### config.mk
export PLATFORM = sky130hd
export DESIGN_NAME = bridge_abort_resp
export DESIGN_NICKNAME = d
export VERILOG_FILES = /design/src/rtl/brab_pkg.sv /design/src/rtl/brab_ctl.sv /design/src/rtl/brab_policy.sv /design/src/rtl/brab_resp.sv /design/src/rtl/bridge_abort_resp.sv
export SDC_FILE = /design/constraint.sdc
export NUM_CORES = 1
export LEC_CHECK = 0
export BUFFER_PORTS_ARGS = -buffer_cell sky130_fd_sc_hd__buf_2
export CORE_MARGIN = 10
export CORE_UTILIZATION = 45
export DETAILED_ROUTE_END_ITERATION = 16
export GPL_ROUTABILITY_DRIVEN = 0
export GPL_TIMING_DRIVEN = 0
export PLACE_DENSITY = 0.83
export SLEW_MARGIN = 40
export SYNTH_ARGS = -nofsm -noshare
export SYNTH_HDL_FRONTEND = slang
export SYNTH_SLANG_ARGS = --single-unit
### constraint.sdc
create_clock -name clk -period 1.56 [get_ports clk]
set_clock_uncertainty 0.2 [all_clocks]
set_input_delay 0.234 -clock clk [delete_from_list [all_inputs] [get_ports clk]]
set_output_delay 0.234 -clock clk [all_outputs]
set_load 0.02 [all_outputs]
### src/rtl/brab_pkg.sv
package brab_pkg;
  typedef struct packed {
    logic force_ones;
    logic discard;
    logic tgt_abort;
    logic serr;
  } brab_act_t;
endpackage

### src/rtl/brab_ctl.sv
module brab_ctl #(
  parameter int SIDES = 2
) (
  input  logic             clk,
  input  logic             rst_n,
  input  logic             wr_en,
  input  logic             wr_mode,
  input  logic             wr_serr_en,
  input  logic [SIDES-1:0] clr_mask,
  input  logic [SIDES-1:0] set_mask,
  output logic             mode_q,
  output logic             serr_en_q,
  output logic [SIDES-1:0] sts_q
);
  logic mode_d, serr_en_d;

  always_comb begin
    mode_d    = mode_q;
    serr_en_d = serr_en_q;
    if (wr_en) begin
      mode_d    = wr_mode;
      serr_en_d = wr_serr_en;
    end
  end

  always_ff @(posedge clk or negedge rst_n) begin
    if (!rst_n) begin
      mode_q    <= 1'b0;
      serr_en_q <= 1'b0;
    end else begin
      mode_q    <= mode_d;
      serr_en_q <= serr_en_d;
    end
  end

  for (genvar s = 0; s < SIDES; s++) begin : g_sts
    logic sts_d;
    always_comb begin
      sts_d = sts_q[s];
      if (clr_mask[s]) sts_d = 1'b0;
      if (set_mask[s]) sts_d = 1'b1;
    end
    always_ff @(posedge clk or negedge rst_n) begin
      if (!rst_n) sts_q[s] <= 1'b0;
      else        sts_q[s] <= sts_d;
    end

    p_sticky_r9: assert property (@(posedge clk) disable iff (!rst_n)
      (sts_q[s] && !clr_mask[s]) |=> sts_q[s]);
    p_set_wins_r9: assert property (@(posedge clk) disable iff (!rst_n)
      set_mask[s] |=> sts_q[s]);
  end
endmodule

### src/rtl/brab_policy.sv
module brab_policy
  import brab_pkg::*;
(
  input  logic      in_valid,
  input  logic      in_abort,
  input  logic      in_is_read,
  input  logic      in_ta_ok,
  input  logic      mode,
  input  logic      serr_en,
  output brab_act_t act
);
  logic hit, report;

  always_comb begin
    hit            = in_valid && in_abort;
    report         = hit && mode;
    act.force_ones = hit && in_is_read;
    act.discard    = hit && !in_is_read;
    act.tgt_abort  = report && in_ta_ok;
    act.serr       = report && !in_ta_ok && serr_en;
  end
endmodule

### src/rtl/brab_resp.sv
module brab_resp
  import brab_pkg::*;
#(
  parameter int DW = 32
) (
  input  logic          clk,
  input  logic          rst_n,
  input  logic          in_valid,
  input  logic          in_abort,
  input  logic          in_is_read,
  input  logic [DW-1:0] in_rdata,
  input  logic          mode,
  input  brab_act_t     act,
  output logic          rsp_valid,
  output logic [DW-1:0] rsp_rdata,
  output logic          rsp_discard,
  output logic          rsp_ta,
  output logic          serr_n
);
  localparam logic [DW-1:0] ONES = {DW{1'b1}};

  logic          valid_d, discard_d, ta_d, serr_n_d;
  logic [DW-1:0] rdata_d;

  always_comb begin
    valid_d   = in_valid;
    rdata_d   = '0;
    if (in_valid && in_is_read) rdata_d = act.force_ones ? ONES : in_rdata;
    discard_d = act.discard;
    ta_d      = act.tgt_abort;
    serr_n_d  = !act.serr;
  end

  always_ff @(posedge clk or negedge rst_n) begin
    if (!rst_n) begin
      rsp_valid   <= 1'b0;
      rsp_rdata   <= '0;
      rsp_discard <= 1'b0;
      rsp_ta      <= 1'b0;
      serr_n      <= 1'b1;
    end else begin
      rsp_valid   <= valid_d;
      rsp_rdata   <= rdata_d;
      rsp_discard <= discard_d;
      rsp_ta      <= ta_d;
      serr_n      <= serr_n_d;
    end
  end

  p_quiet_r3: assert property (@(posedge clk) disable iff (!rst_n)
    (in_valid && in_abort && !mode) |=> (serr_n && !rsp_ta));
  p_ones_r3: assert property (@(posedge clk) disable iff (!rst_n)
    (in_valid && in_abort && in_is_read) |=> (rsp_rdata == ONES));
  p_ta_no_serr_r5: assert property (@(posedge clk) disable iff (!rst_n)
    rsp_ta |-> serr_n);
  p_serr_needs_rsp_r6: assert property (@(posedge clk) disable iff (!rst_n)
    !serr_n |-> rsp_valid);
  p_discard_write_r4: assert property (@(posedge clk) disable iff (!rst_n)
    (in_valid && in_abort && !in_is_read) |=> rsp_discard);
endmodule

### src/rtl/bridge_abort_resp.sv
module bridge_abort_resp
  import brab_pkg::*;
#(
  parameter int DW    = 32,
  parameter int SIDES = 2
) (
  input  logic               clk,
  input  logic               rst_n,
  input  logic               xfer_valid,
  input  logic               xfer_mabort,
  input  logic               xfer_is_read,
  input  logic               xfer_side,
  input  logic               xfer_ta_ok,
  input  logic [DW-1:0]      xfer_rdata,
  input  logic               cfg_we,
  input  logic [SIDES+1:0]   cfg_wdata,
  output logic               rsp_valid,
  output logic [DW-1:0]      rsp_rdata,
  output logic               rsp_wr_discard,
  output logic               rsp_tgt_abort,
  output logic               serr_n,
  output logic               cfg_mode,
  output logic               cfg_serr_en,
  output logic [SIDES-1:0]   sts_rma
);
  localparam int SW = (SIDES > 1) ? $clog2(SIDES) : 1;

  logic [SIDES-1:0] set_mask, clr_mask;
  logic [SW-1:0]    side_idx;
  brab_act_t        act;

  assign side_idx = SW'(xfer_side);

  for (genvar s = 0; s < SIDES; s++) begin : g_side
    assign set_mask[s] = xfer_valid && xfer_mabort && (side_idx == SW'(s));
    assign clr_mask[s] = cfg_we && cfg_wdata[2+s];
  end

  brab_ctl #(.SIDES(SIDES)) u_ctl (
    .clk        (clk),
    .rst_n      (rst_n),
    .wr_en      (cfg_we),
    .wr_mode    (cfg_wdata[0]),
    .wr_serr_en (cfg_wdata[1]),
    .clr_mask   (clr_mask),
    .set_mask   (set_mask),
    .mode_q     (cfg_mode),
    .serr_en_q  (cfg_serr_en),
    .sts_q      (sts_rma)
  );

  brab_policy u_pol (
    .in_valid   (xfer_valid),
    .in_abort   (xfer_mabort),
    .in_is_read (xfer_is_read),
    .in_ta_ok   (xfer_ta_ok),
    .mode       (cfg_mode),
    .serr_en    (cfg_serr_en),
    .act        (act)
  );

  brab_resp #(.DW(DW)) u_rsp (
    .clk         (clk),
    .rst_n       (rst_n),
    .in_valid    (xfer_valid),
    .in_abort    (xfer_mabort),
    .in_is_read  (xfer_is_read),
    .in_rdata    (xfer_rdata),
    .mode        (cfg_mode),
    .act         (act),
    .rsp_valid   (rsp_valid),
    .rsp_rdata   (rsp_rdata),
    .rsp_discard (rsp_wr_discard),
    .rsp_ta      (rsp_tgt_abort),
    .serr_n      (serr_n)
  );

  p_serr_after_report_r6: assert property (@(posedge clk) disable iff (!rst_n)
    (xfer_valid && xfer_mabort && cfg_mode && !xfer_ta_ok && cfg_serr_en) |=> !serr_n);
  p_serr_one_cycle_r6: assert property (@(posedge clk) disable iff (!rst_n)
    (!serr_n && !(xfer_valid && xfer_mabort)) |=> serr_n);
endmodule

== Word-level counts from Yosys, hierarchy flattened ==
Index checks and enable logic that the tools add are counted.

* Register bits after elaboration: 40
* Word-level logic and storage cells: 33
* Output and inout port bits: 40
* Input port bits: 44

* Bitwise gates (word level): 1
* Muxes and demuxes: 6
* Reductions and logical operators: 17

{| class="wikitable"
|+ Operators by type and width
! cell !! number
|-
| $mux 32 || 2
|-
| $logic_and 1x1->1 || 12
|-
| $mux 1 || 4
|-
| $reduce_bool 2->1 || 2
|-
| $logic_not 1->1 || 3
|-
| $not 1->1 || 1
|}

== Logic depth before layout (Yosys ltp) ==
Gate-level depths: netlist of run 1.

* Depth in word-level cells: 5
* Depth in mapped cells: 4
* Mapped depth without buffers: 2

== Hierarchy ==
From an unflattened synthesis of run 1, not the netlist that was laid out.

* Cells, all modules: 99
* Area, all modules: 1527.7 um^2

{| class="wikitable"
|+ By module, submodules not included
! module !! times used !! area an instance (um^2) !! cells an instance !! sequential area each (um^2)
|-
| brab_resp || 1 || 1308.8 || 78 || 902.1
|-
| brab_ctl || 1 || 145.1 || 10 || 100.1
|-
| brab_policy || 1 || 45.0 || 7 || 0.0
|-
| bridge_abort_resp || 1 || 28.8 || 4 || 0.0
|}

== Worst setup path after synthesis of run 1 ==
Ideal clock, no wire load.

* Path type: register to register
* Start point: register u_ctl.mode_q (netlist name)
* End point: register u_ctl.mode_q
* Path slack: 512 ps
* Data required time: 1235 ps
* Arrival time: 723 ps
* Buffers on the path: 0
* Clock period less this slack: 1048 ps
* Cell stages (with the launch flop): 2
* Library setup time: 125 ps
* Cells stage by stage: dfrtp_1 -> mux2_2

{| class="wikitable"
|+ RTL lines
! item !! line !! source
|-
| end signal: assignment || brab_ctl.sv:31 || <nowiki>mode_q <= mode_d;</nowiki>
|-
| end: declaration || brab_ctl.sv:11 || <nowiki>output logic mode_q,</nowiki>
|}

== Worst setup path in the final report of run 1 ==
* Start point: input port xfer_rdata[31]
* End point: register u_rsp.rsp_rdata[31]

* Cells in the longest elaborated chain, start to end: 2

{| class="wikitable"
|+ RTL lines
! item !! line !! source
|-
| start: declaration || bridge_abort_resp.sv:14 || <nowiki>input logic [DW-1:0] xfer_rdata,</nowiki>
|-
| $mux 32 (2 in a row) || brab_resp.sv:28 || <nowiki>if (in_valid && in_is_read) rdata_d = act.force_ones ? ONES : in_rdata;</nowiki>
|-
| named net u_rsp.rdata_d[31] || brab_resp.sv:23 || <nowiki>logic [DW-1:0] rdata_d;</nowiki>
|-
| end signal: assignment || brab_resp.sv:43 || <nowiki>rsp_rdata <= rdata_d;</nowiki>
|-
| end: declaration || brab_resp.sv:15 || <nowiki>output logic [DW-1:0] rsp_rdata,</nowiki>
|}

The timed path passes the listed nets, and every way through them passes these cells.
A chain may end at the register's enable or synchronous reset.

==> results of run 1 <==
area by class of cell:
class | count | area share [%]
antenna | 3 | 0.313
buffer | 7 | 2.35
clock buffer | 6 | 1.72
clock inverter | 2 | 0.522
multi-input combinational | 76 | 13.9
sequential | 40 | 41.8
tap | 33 | 1.72
timing repair buffer | 129 | 37.7
what timing repair did:
item / CTS / global route
hold buffers: 46 / 1
hold endpoints to repair: 78 / 1
setup endpoints to repair: 0 / 2
gates resized for setup: 0 / 3
registers in the layout, indices dropped and copies added (netlist names):
register / flops
u_ctl.mode_q: 1
u_ctl.sts_q: 2
u_rsp.rsp_valid: 1
u_rsp.rsp_rdata: 32
u_rsp.rsp_discard: 1
u_rsp.rsp_ta: 1
u_ctl.serr_en_q: 1
u_rsp.serr_n: 1
cell usage in the layout (no fill, tap or decap), drive strengths merged:
cell,count
buf,90
nor2,65
dlygate4sd3,46
dfrtp,39
clkbuf,6
nand2,4
diode,3
mux2,2
and4,1
nor2b,1
nand4,1
a32o,1
o2bb2ai,1
clkinvlp,1
clkinv,1
dfstp,1
kinds of logic (layout without fill, tap and decap cells):
kind of cell,after synthesis,in the layout,synth area share (%)
flip-flops,40,40,72.2
AO/OA/AOI/OAI,2,2,1.35
buffers and inverters,7,144,4.05
other,0,3,0
multiplexers,2,2,1.62
AND/OR/NAND/NOR,72,72,20.8
through the flow:
stage	std cells	power, uW	hold slack [ps]	setup TNS, ps
final	296	2040	23.2	-20.6
after floorplan	123	1290	-262	0
after CTS	293	2040	17.8	0
after global routing	295	2140	21.7	0
after global placement	238	1440	181	0
after detailed placement	239	1460	18.9	0
path summary, 6_finish.rpt:
kind                                       endpoint  slack, ps  cells after the start
worst max-delay path            u_rsp.rsp_rdata[31]        -20                      5
max in group asynchronous              u_rsp.serr_n        450                      3
min in group asynchronous       u_rsp.rsp_rdata[24]        150                      2
worst min register to register         u_rsp.serr_n        300                      1
worst max register to register         u_ctl.mode_q        570                      1
worst min-delay path                 u_ctl.sts_q[1]         20                      2
power by group through the flow:
stage | clock network (uW) | registers, uW | logic (uW)
3_5_place_dp | 0 | 1130 | 326
6_report | 497 | 1110 | 428
5_1_grt | 561 | 1120 | 461
2_1_floorplan | 0 | 1210 | 84.0
3_3_place_gp | 0 | 1130 | 313
4_1_cts | 510 | 1110 | 416
worst max-delay path, stage by stage:
cell and delay [ps]:
sky130_fd_sc_hd__dlygate4sd3_1 540, sky130_fd_sc_hd__buf_2 130, sky130_fd_sc_hd__nor2_1 110, sky130_fd_sc_hd__dlygate4sd3_1 570
sky130_fd_sc_hd__nor2_1 40
per-layer routing:
metal | track usage (%) | share of wire [%]
met1 | 16.0 | 31
met2 | 33.7 | 54
met3 | 7.81 | 11
met4 | 9.28 | 3.5
met5 | 0 | 0
==> out/qor.json, run 1 <==
{
  "avgViaCountPerCell": 4.71,
  "run_status": "finished, violations left",
  "critical_path_arrival_ps": 1630,
  "mappedNetlistArea_um2": 1390,
  "clock_tree_from_tritoncts": "yes",
  "irDropWorstVdd_v": 0.000774,
  "initial_core_util_pct": 46.3,
  "floorplan.die_area_um2": 5710,
  "max_freq_mhz": 633,
  "area_delta_synth_final_pct": 72.7,
  "synthDistinctLibCells": 15,
  "final_cell_area_um2": 2400,
  "max_slew.worst_pin.slew_ps": 487,
  "switching_share_pct": 27.8,
  "power.leakage_uw": 0.00131,
  "first_global_vias": 1503,
  "totalWireLength_um": 4970,
  "avgSynthCellArea_um2": 11.3,
  "switching_power_uw": 565,
  "final.setup.worst_slack_ps": -20.6,
  "critPathLaunch": "xfer_rdata[31]",
  "total_of_fill_cells_in_the_finished_design": 178,
  "hold_path_class": "in -> reg",
  "syn_nets": 167,
  "clkLatencyLatePin_ps": 340,
  "multi_input_area_um2": 333,
  "drt_iter0_markers": 105,
  "numCtsBuffers": 5,
  "worst-endpoint-required_ps": 1610,
  "grt_antenna_before_repair": 2,
  "cts_max_path_buffers": 2,
  "critical_path.endpoint_type": "flop",
  "combPwrFrac_pct": 21.0,
  "top_level_ports": 84,
  "path_clk_slew_ps": 120,
  "asyncSetResetFlopFracSynth_pct": 100,
  "routedWlPerCell_um": 16.8,
  "crit_path_start_kind": "input port",
  "critical_path_peak_fanout": 1,
  "drcViolationCount": 0,
  "synth.yosys.seq_area_share_pct": 72.2,
  "core_um2": 3000,
  "grt-ovfl-total": 0,
  "grt_use_total_pct": 18.1,
  "seq_power_share_pct": 54.6,
  "yosys.area.top_type_share_pct": 70.3,
  "synth_edf_count": 0,
  "grt_max_degree": 22,
  "power.density_cell_area_nw_per_um2": 849,
  "slew_headroom_pct": 67.5,
  "intPower_uw": 1470,
  "worst_slack_at_placement_ps": 483,
  "violations_in_the_final_reports": "negative setup slack",
  "fin_crit_sh_pct": 101,
  "clock_tree.htree_level_count": 2,
  "die-width_um": 75.6,
  "syn_inst": 123,
  "unrepaired_setup_endpoints_after_global_routing": "false",
  "r2r-start": "u_ctl.mode_q",
  "setup-violations-final": 1,
  "period_minus_slack_ps": 1580,
  "synth.area.top_cells": "sky130_fd_sc_hd__dfrtp_1 (70%), sky130_fd_sc_hd__nor2_1 (17%), sky130_fd_sc_hd__buf_6 (2.4%), sky130_fd_sc_hd__dfstp_2 (1.9%), sky130_fd_sc_hd__mux2_2 (1.6%)",
  "number_of_post_cts_setup_repair_buffers": 0,
  "die_y_um": 75.6,
  "drt_pre_antenna_iters": 4,
  "finalHoldViolations": 0,
  "synthFlopType": "sky130_fd_sc_hd__dfrtp_1",
  "layout.core_utilization_pct": 79.9,
  "max_cap_violations": 0,
  "placed_area_um2": 1870,
  "io_buffer_count": 82,
  "routed-via-count": 1395,
  "clock_power_share_pct": 24.4,
  "layout.area.seq_um2": 1000,
  "report.final.slew_viol_count": 0,
  "post_synth_most_frequent_cells": "sky130_fd_sc_hd__nor2_1 (63), sky130_fd_sc_hd__dfrtp_1 (39), sky130_fd_sc_hd__buf_2 (3), sky130_fd_sc_hd__buf_6 (3), sky130_fd_sc_hd__nand2_1 (3)",
  "worst_hold_startpoint": "xfer_mabort",
  "design.final.nets": 303,
  "fp-row-count": 20,
  "synth_most_common_cell": "sky130_fd_sc_hd__nor2_1",
  "synth.largest_area_cell": "sky130_fd_sc_hd__dfrtp_1",
  "root_buffer": "sky130_fd_sc_hd__clkbuf_4",
  "drt.antenna.violating_nets": 0,
  "timing_worst_setup_path_type": "in -> reg",
  "layout-drive-gt1-share_pct": 40.4,
  "synth.yosys.warnings": 0,
  "numClockSinks": 40,
  "dpl_wire_length_um": 2830,
  "grt_pass1_wl_um": 7560,
  "ys_ff_latch": 40
}
No activity file was read; power rests on OpenSTA's default activity.
==> run 2: changes to the inputs <==
==> constraint.sdc (replaced) <==
create_clock -name clk -period 1.56 [get_ports clk]
set_clock_uncertainty 0.2 [all_clocks]
set_input_delay 0.234 -clock clk [delete_from_list [all_inputs] [get_ports clk]]
set_output_delay 0.234 -clock clk [all_outputs]
set_load 0.1 [all_outputs]
==> run 2 against run 1 <==
The run still ends with negative setup slack left. Via count up 2.4%. Combinational power up 94%. Sequential share of layout area down 1.9 points. Routed wire length up 11%. Critical path type unchanged. Final cell count unchanged. Setup slack worse by 0.59 ps. Hold slack worse by 4.0 ps. Cell area up 4.7%. Clock-buffer cell count unchanged. Largest cell class is now buffers. Maximum frequency about the same. Utilization up 3.8 points. First-iteration DRC count down 19%.
==> out/qor.json, run 2 (synthesis results as in run 1) <==
{
  "numClockSinks": 40,
  "clock_tree.htree_level_count": 2,
  "setup.worst_path.end": "u_rsp.rsp_rdata[31]",
  "timing_worst_setup_path_type": "in -> reg",
  "clock_tree_from_tritoncts": "yes",
  "critical_path_peak_fanout": 1,
  "final.setup.tns_ps": -21.2,
  "clkLatencyLatePin_ps": 340,
  "timing.critical_path.depth": 5,
  "clock_power_share_pct": 20.9,
  "die-width_um": 75.6,
  "run_status": "finished, violations left",
  "grt_use_total_pct": 18.5,
  "cpMaxStageDelayCell": "sky130_fd_sc_hd__dlygate4sd3_1",
  "design.final.nets": 303,
  "final.setup.worst_slack_ps": -21.2,
  "first_global_vias": 1534,
  "path_clk_slew_ps": 130,
  "worst-endpoint-required_ps": 1620,
  "root_buffer": "sky130_fd_sc_hd__clkbuf_4",
  "core_um2": 3000,
  "numCtsBuffers": 5,
  "routedWlPerCell_um": 18.6,
  "combPwrFrac_pct": 33.7,
  "drt_iter0_markers": 85,
  "r2r-start": "u_ctl.mode_q",
  "layout-drive-gt1-share_pct": 40.8,
  "grt_pass1_wl_um": 7760,
  "io_buffer_count": 82,
  "critical-path-max-stage-delay_ps": 570,
  "max_slew.worst_pin.slew_ps": 498,
  "switching_power_uw": 959,
  "power.leakage_uw": 0.00131,
  "max_freq_mhz": 632,
  "violations_in_the_final_reports": "negative setup slack",
  "critPathLaunch": "xfer_rdata[31]",
  "floorplan.die_area_um2": 5710,
  "max_cap_violations": 0,
  "most_common_cell_after_layout_fill_and_taps_aside": "sky130_fd_sc_hd__nor2_1",
  "report.final.slew_viol_count": 0,
  "totalWireLength_um": 5520,
  "crit_path_start_kind": "input port",
  "top_level_ports": 84,
  "period_minus_slack_ps": 1580,
  "grt_antenna_before_repair": 2,
  "largest_reg_flops": 32,
  "worst_slack_at_placement_ps": 220,
  "avgViaCountPerCell": 4.83,
  "drcViolationCount": 0,
  "seq_power_share_pct": 45.4,
  "cts_max_path_buffers": 2,
  "biggestRegsByFlops": "u_rsp.rsp_rdata (32), u_ctl.sts_q (2)",
  "setup-violations-final": 1,
  "drt.antenna.violating_nets": 0,
  "irDropWorstVdd_v": 0.000775,
  "finalHoldViolations": 0,
  "worst-path-buf-inv": 3,
  "largest-register": "u_rsp.rsp_rdata",
  "worst_hold_slack_ps": 19.3,
  "fin_crit_sh_pct": 101,
  "switching_share_pct": 38.9,
  "die_y_um": 75.6,
  "grt-ovfl-total": 0,
  "power.density_cell_area_nw_per_um2": 980,
  "slew_headroom_pct": 66.8,
  "area_delta_synth_final_pct": 80.9,
  "fp-row-count": 20,
  "critPathTopFamily": "buffers and inverters",
  "grt_max_degree": 22,
  "regToRegSetupSlack_ps": 540,
  "regToRegEndpoint": "u_ctl.mode_q",
  "critical_path_arrival_ps": 1640,
  "hold_path_depth": 2,
  "number_of_post_cts_setup_repair_buffers": 0,
  "intPower_uw": 1500,
  "most-common-layout-cells": "sky130_fd_sc_hd__nor2_1 (62), sky130_fd_sc_hd__dlygate4sd3_1 (46), sky130_fd_sc_hd__buf_2 (44), sky130_fd_sc_hd__dfrtp_1 (39), sky130_fd_sc_hd__clkbuf_4 (35)",
  "initial_core_util_pct": 46.3,
  "hold_path_class": "in -> reg",
  "layout.core_utilization_pct": 83.7,
  "dpl_wire_length_um": 2830,
  "report.power.total_uw": 2460,
  "drt_pre_antenna_iters": 4,
  "routed-via-count": 1429,
  "cp_cell_sequence": "dlygate4sd3_1, buf_2, nor2_1, dlygate4sd3_1, nor2_1",
  "rr_worst_depth": 1,
  "critical_path.endpoint_type": "flop"
}
## run 2: how the worst min path moves through the flow
| stage | from | end | slack, ps |
|---|---|---|---|
| 2_1_floorplan | rst_n | u_ctl.mode_q | -260 |
| 3_3_place_gp | rst_n | u_rsp.rsp_rdata[24] | 180 |
| 3_5_place_dp | rst_n | u_rsp.rsp_rdata[24] | 20 |
| 4_1_cts | xfer_mabort | u_ctl.sts_q[1] | 20 |
| 5_1_grt | xfer_mabort | u_ctl.sts_q[1] | 20 |
| 6_report | xfer_mabort | u_ctl.sts_q[1] | 20 |
## run 2: per-layer routing
layer,track usage (%),share of wire [%]
met5,0,0
met4,8.45,3.9
met3,8.59,11
met2,35.5,54
met1,15.6,31
## run 2: layout make-up
class	instances	area [um2]
buffer	7	56.3
clock inverter	2	12.5
multi-input combinational	76	335
antenna	3	7.51
fill	161	490
clock buffer	6	41.3
tap	33	41.3
timing repair buffer	129	1020
sequential	40	1000
## run 2: stage by stage
stage,area [um2],std cells
finish,2510,296
global route,2510,295
CTS,2410,293
detailed placement,1870,239
global placement,1840,238
floorplan,1390,123
## run 2: what timing repair did
item	CTS	global route
endpoints found under the setup margin	10	34
hold buffers	46	1
endpoints found under the hold margin	78	1
resized for setup	11	36
## run 2: power by group through the flow
stage               clock (uW)  combinational, uW  sequential (uW)
finish                     514                831             1120
CTS                        510                789             1110
floorplan                    0               84.2             1560
global placement             0                675             1130
detailed placement           0                688             1130
global route               567                865             1120
==> run 3: changes to the inputs <==
--- a/config.mk
+++ b/config.mk
@@ -5,13 +5,13 @@
 export SDC_FILE = /design/constraint.sdc
 export NUM_CORES = 1
 export LEC_CHECK = 0
-export BUFFER_PORTS_ARGS = -buffer_cell sky130_fd_sc_hd__buf_2
 export CORE_MARGIN = 10
-export CORE_UTILIZATION = 45
+export CORE_UTILIZATION = 60
 export DETAILED_ROUTE_END_ITERATION = 16
+export DONT_BUFFER_PORTS = 1
 export GPL_ROUTABILITY_DRIVEN = 0
 export GPL_TIMING_DRIVEN = 0
-export PLACE_DENSITY = 0.83
+export PLACE_DENSITY = 0.76
 export SLEW_MARGIN = 40
 export SYNTH_ARGS = -nofsm -noshare
 export SYNTH_HDL_FRONTEND = slang
==> run 3 against run 2 <==
The flow now finishes without violations. Clock-buffer cell count is 2 higher. Global-route usage is 0.33 points lower. Register-to-register slack worse by 340 ps. Largest cell class is now flip-flops and latches.
==> out/qor.json, run 3 (synthesis results as in run 1) <==
{
  "timing_worst_setup_path_type": "reg -> out",
  "numClockSinks": 40,
  "grt_use_total_pct": 18.2,
  "routedWlPerCell_um": 19.6,
  "layout-drive-gt1-share_pct": 33.5,
  "numCtsBuffers": 5,
  "area_delta_synth_final_pct": 46.0,
  "largest_reg_flops": 32,
  "grt_max_degree": 41,
  "critical_path_arrival_ps": 1120,
  "totalWireLength_um": 4050,
  "run_status": "finished, final reports clean",
  "most_common_cell_after_layout_fill_and_taps_aside": "sky130_fd_sc_hd__nor2_1",
  "top_level_ports": 84,
  "unrepaired_setup_endpoints_after_global_routing": "true",
  "seq_power_share_pct": 67.6,
  "io_buffer_count": 0,
  "critical_path_peak_fanout": 1,
  "switching_share_pct": 37.6,
  "critical_path.endpoint_type": "output pin",
  "grt_antenna_before_repair": 0,
  "fp-row-count": 17,
  "rr_worst_depth": 1,
  "largest-register": "u_rsp.rsp_rdata",
  "max_freq_mhz": 643,
  "intPower_uw": 1450,
  "floorplan.die_area_um2": 4640,
  "core_um2": 2210,
  "report.power.total_uw": 2320,
  "first_global_vias": 1225,
  "final.setup.worst_slack_ps": 5.68,
  "clock_tree.htree_level_count": 2,
  "max_cap_violations": 0,
  "avgViaCountPerCell": 5.23,
  "num_antenna_cells": 0,
  "report.final.slew_viol_count": 0,
  "irDropWorstVdd_v": 0.00101,
  "grt-ovfl-total": 0,
  "worst-endpoint-required_ps": 1130,
  "slew_headroom_pct": 63.6,
  "path_clk_slew_ps": 100,
  "max_slew.worst_pin.slew_ps": 546,
  "root_buffer": "sky130_fd_sc_hd__clkbuf_4",
  "hold_path_class": "in -> reg",
  "drt_iter0_markers": 82,
  "clock_power_share_pct": 22.4,
  "power.leakage_uw": 0.000902,
  "initial_core_util_pct": 62.8,
  "biggestRegsByFlops": "u_rsp.rsp_rdata (32), u_ctl.sts_q (2)",
  "combPwrFrac_pct": 10.0,
  "die_y_um": 68.1,
  "hold_path_depth": 2,
  "period_minus_slack_ps": 1550,
  "grt_pass1_wl_um": 6220,
  "worst_slack_at_placement_ps": 207,
  "finalHoldViolations": 0,
  "setup-violations-final": 0,
  "drt.antenna.violating_nets": 0,
  "final-instance-count-excl-fill": 207,
  "fin_crit_sh_pct": 99.6,
  "clkLatencyLatePin_ps": 320,
  "final.setup.tns_ps": 0,
  "die-width_um": 68.1,
  "drt_pre_antenna_iters": 4,
  "timing.critical_path.depth": 0,
  "dpl_wire_length_um": 2360,
  "switching_power_uw": 873,
  "drcViolationCount": 0,
  "most-common-layout-cells": "sky130_fd_sc_hd__nor2_1 (63), sky130_fd_sc_hd__dlygate4sd3_1 (46), sky130_fd_sc_hd__dfrtp_2 (39), sky130_fd_sc_hd__clkbuf_4 (5)",
  "cts_max_path_buffers": 2,
  "clock_tree_from_tritoncts": "yes",
  "place.detailed.instances": 151,
  "power.density_cell_area_nw_per_um2": 1140,
  "layout.core_utilization_pct": 91.7,
  "design.final.nets": 222,
  "crit_path_start_kind": "flop",
  "routed-via-count": 1083
}
-- run 3: changes by cell type in the layout (fill, tap and decap cells not counted), moves of 2 or more --
cell,before,now
sky130_fd_sc_hd__dfrtp_1,39,0
sky130_fd_sc_hd__dfrtp_2,0,39
sky130_fd_sc_hd__diode_2,3,0
sky130_fd_sc_hd__buf_4,9,1
sky130_fd_sc_hd__buf_2,44,3
sky130_fd_sc_hd__clkbuf_4,35,5
sky130_fd_sc_hd__buf_6,5,3
-- run 3: layout make-up --
| class | count | area, um2 |
|---|---|---|
| Timing Repair Buffer | 48 | 493 |
| Multi-Input combinational cell | 76 | 330 |
| Fill cell | 85 | 184 |
| Tap cell | 28 | 35.0 |
| Sequential cell | 40 | 1050 |
| Buffer | 7 | 56.3 |
| Clock buffer | 8 | 58.8 |
-- run 3: repair_timing --
item,CTS,global route
buffers inserted,0,0
hold buffers,48,0
endpoints found under the hold margin,80,0
setup endpoints to repair,36,2
gates resized for setup,36,1
pin swaps,0,1
-- run 3: power by group through the flow --
stage	clock network, uW	registers [uW]	logic, uW
5_1_grt	580	1580	255
4_1_cts	528	1570	222
6_report	521	1570	232
3_5_place_dp	0	1580	99.3
3_3_place_gp	0	1580	95.0
2_1_floorplan	0	1560	84.2
-- run 3: stage by stage --
stage	hold slack, ps	instance area [um2]
global placement	-261	1420
global route	33.9	2030
finish	42.4	2030
CTS	30.8	2030
floorplan	-262	1390
detailed placement	-260	1430
-- run 3: layer usage --
layer	up-vias	GRT usage (%)	routed length, um
li1	482	-	-
met2	79	31.3	2140
met4	0	9.30	154
met1	510	17.1	1250
met5	-	0	0
met3	12	9.95	508
-- run 3: final timing paths --
| check | from | slack, ps | end |
|---|---|---|---|
| hold / removal | xfer_mabort | 40 | u_ctl.sts_q[1] |
| hold reg to reg | u_ctl.mode_q | 630 | u_rsp.serr_n |
| setup reg to reg | u_ctl.mode_q | 200 | u_rsp.rsp_ta |
| max in group asynchronous | rst_n | 750 | u_rsp.serr_n |
| min in group asynchronous | rst_n | 160 | u_rsp.rsp_rdata[22] |
| setup / recovery | u_rsp.serr_n | 6 | serr_n |
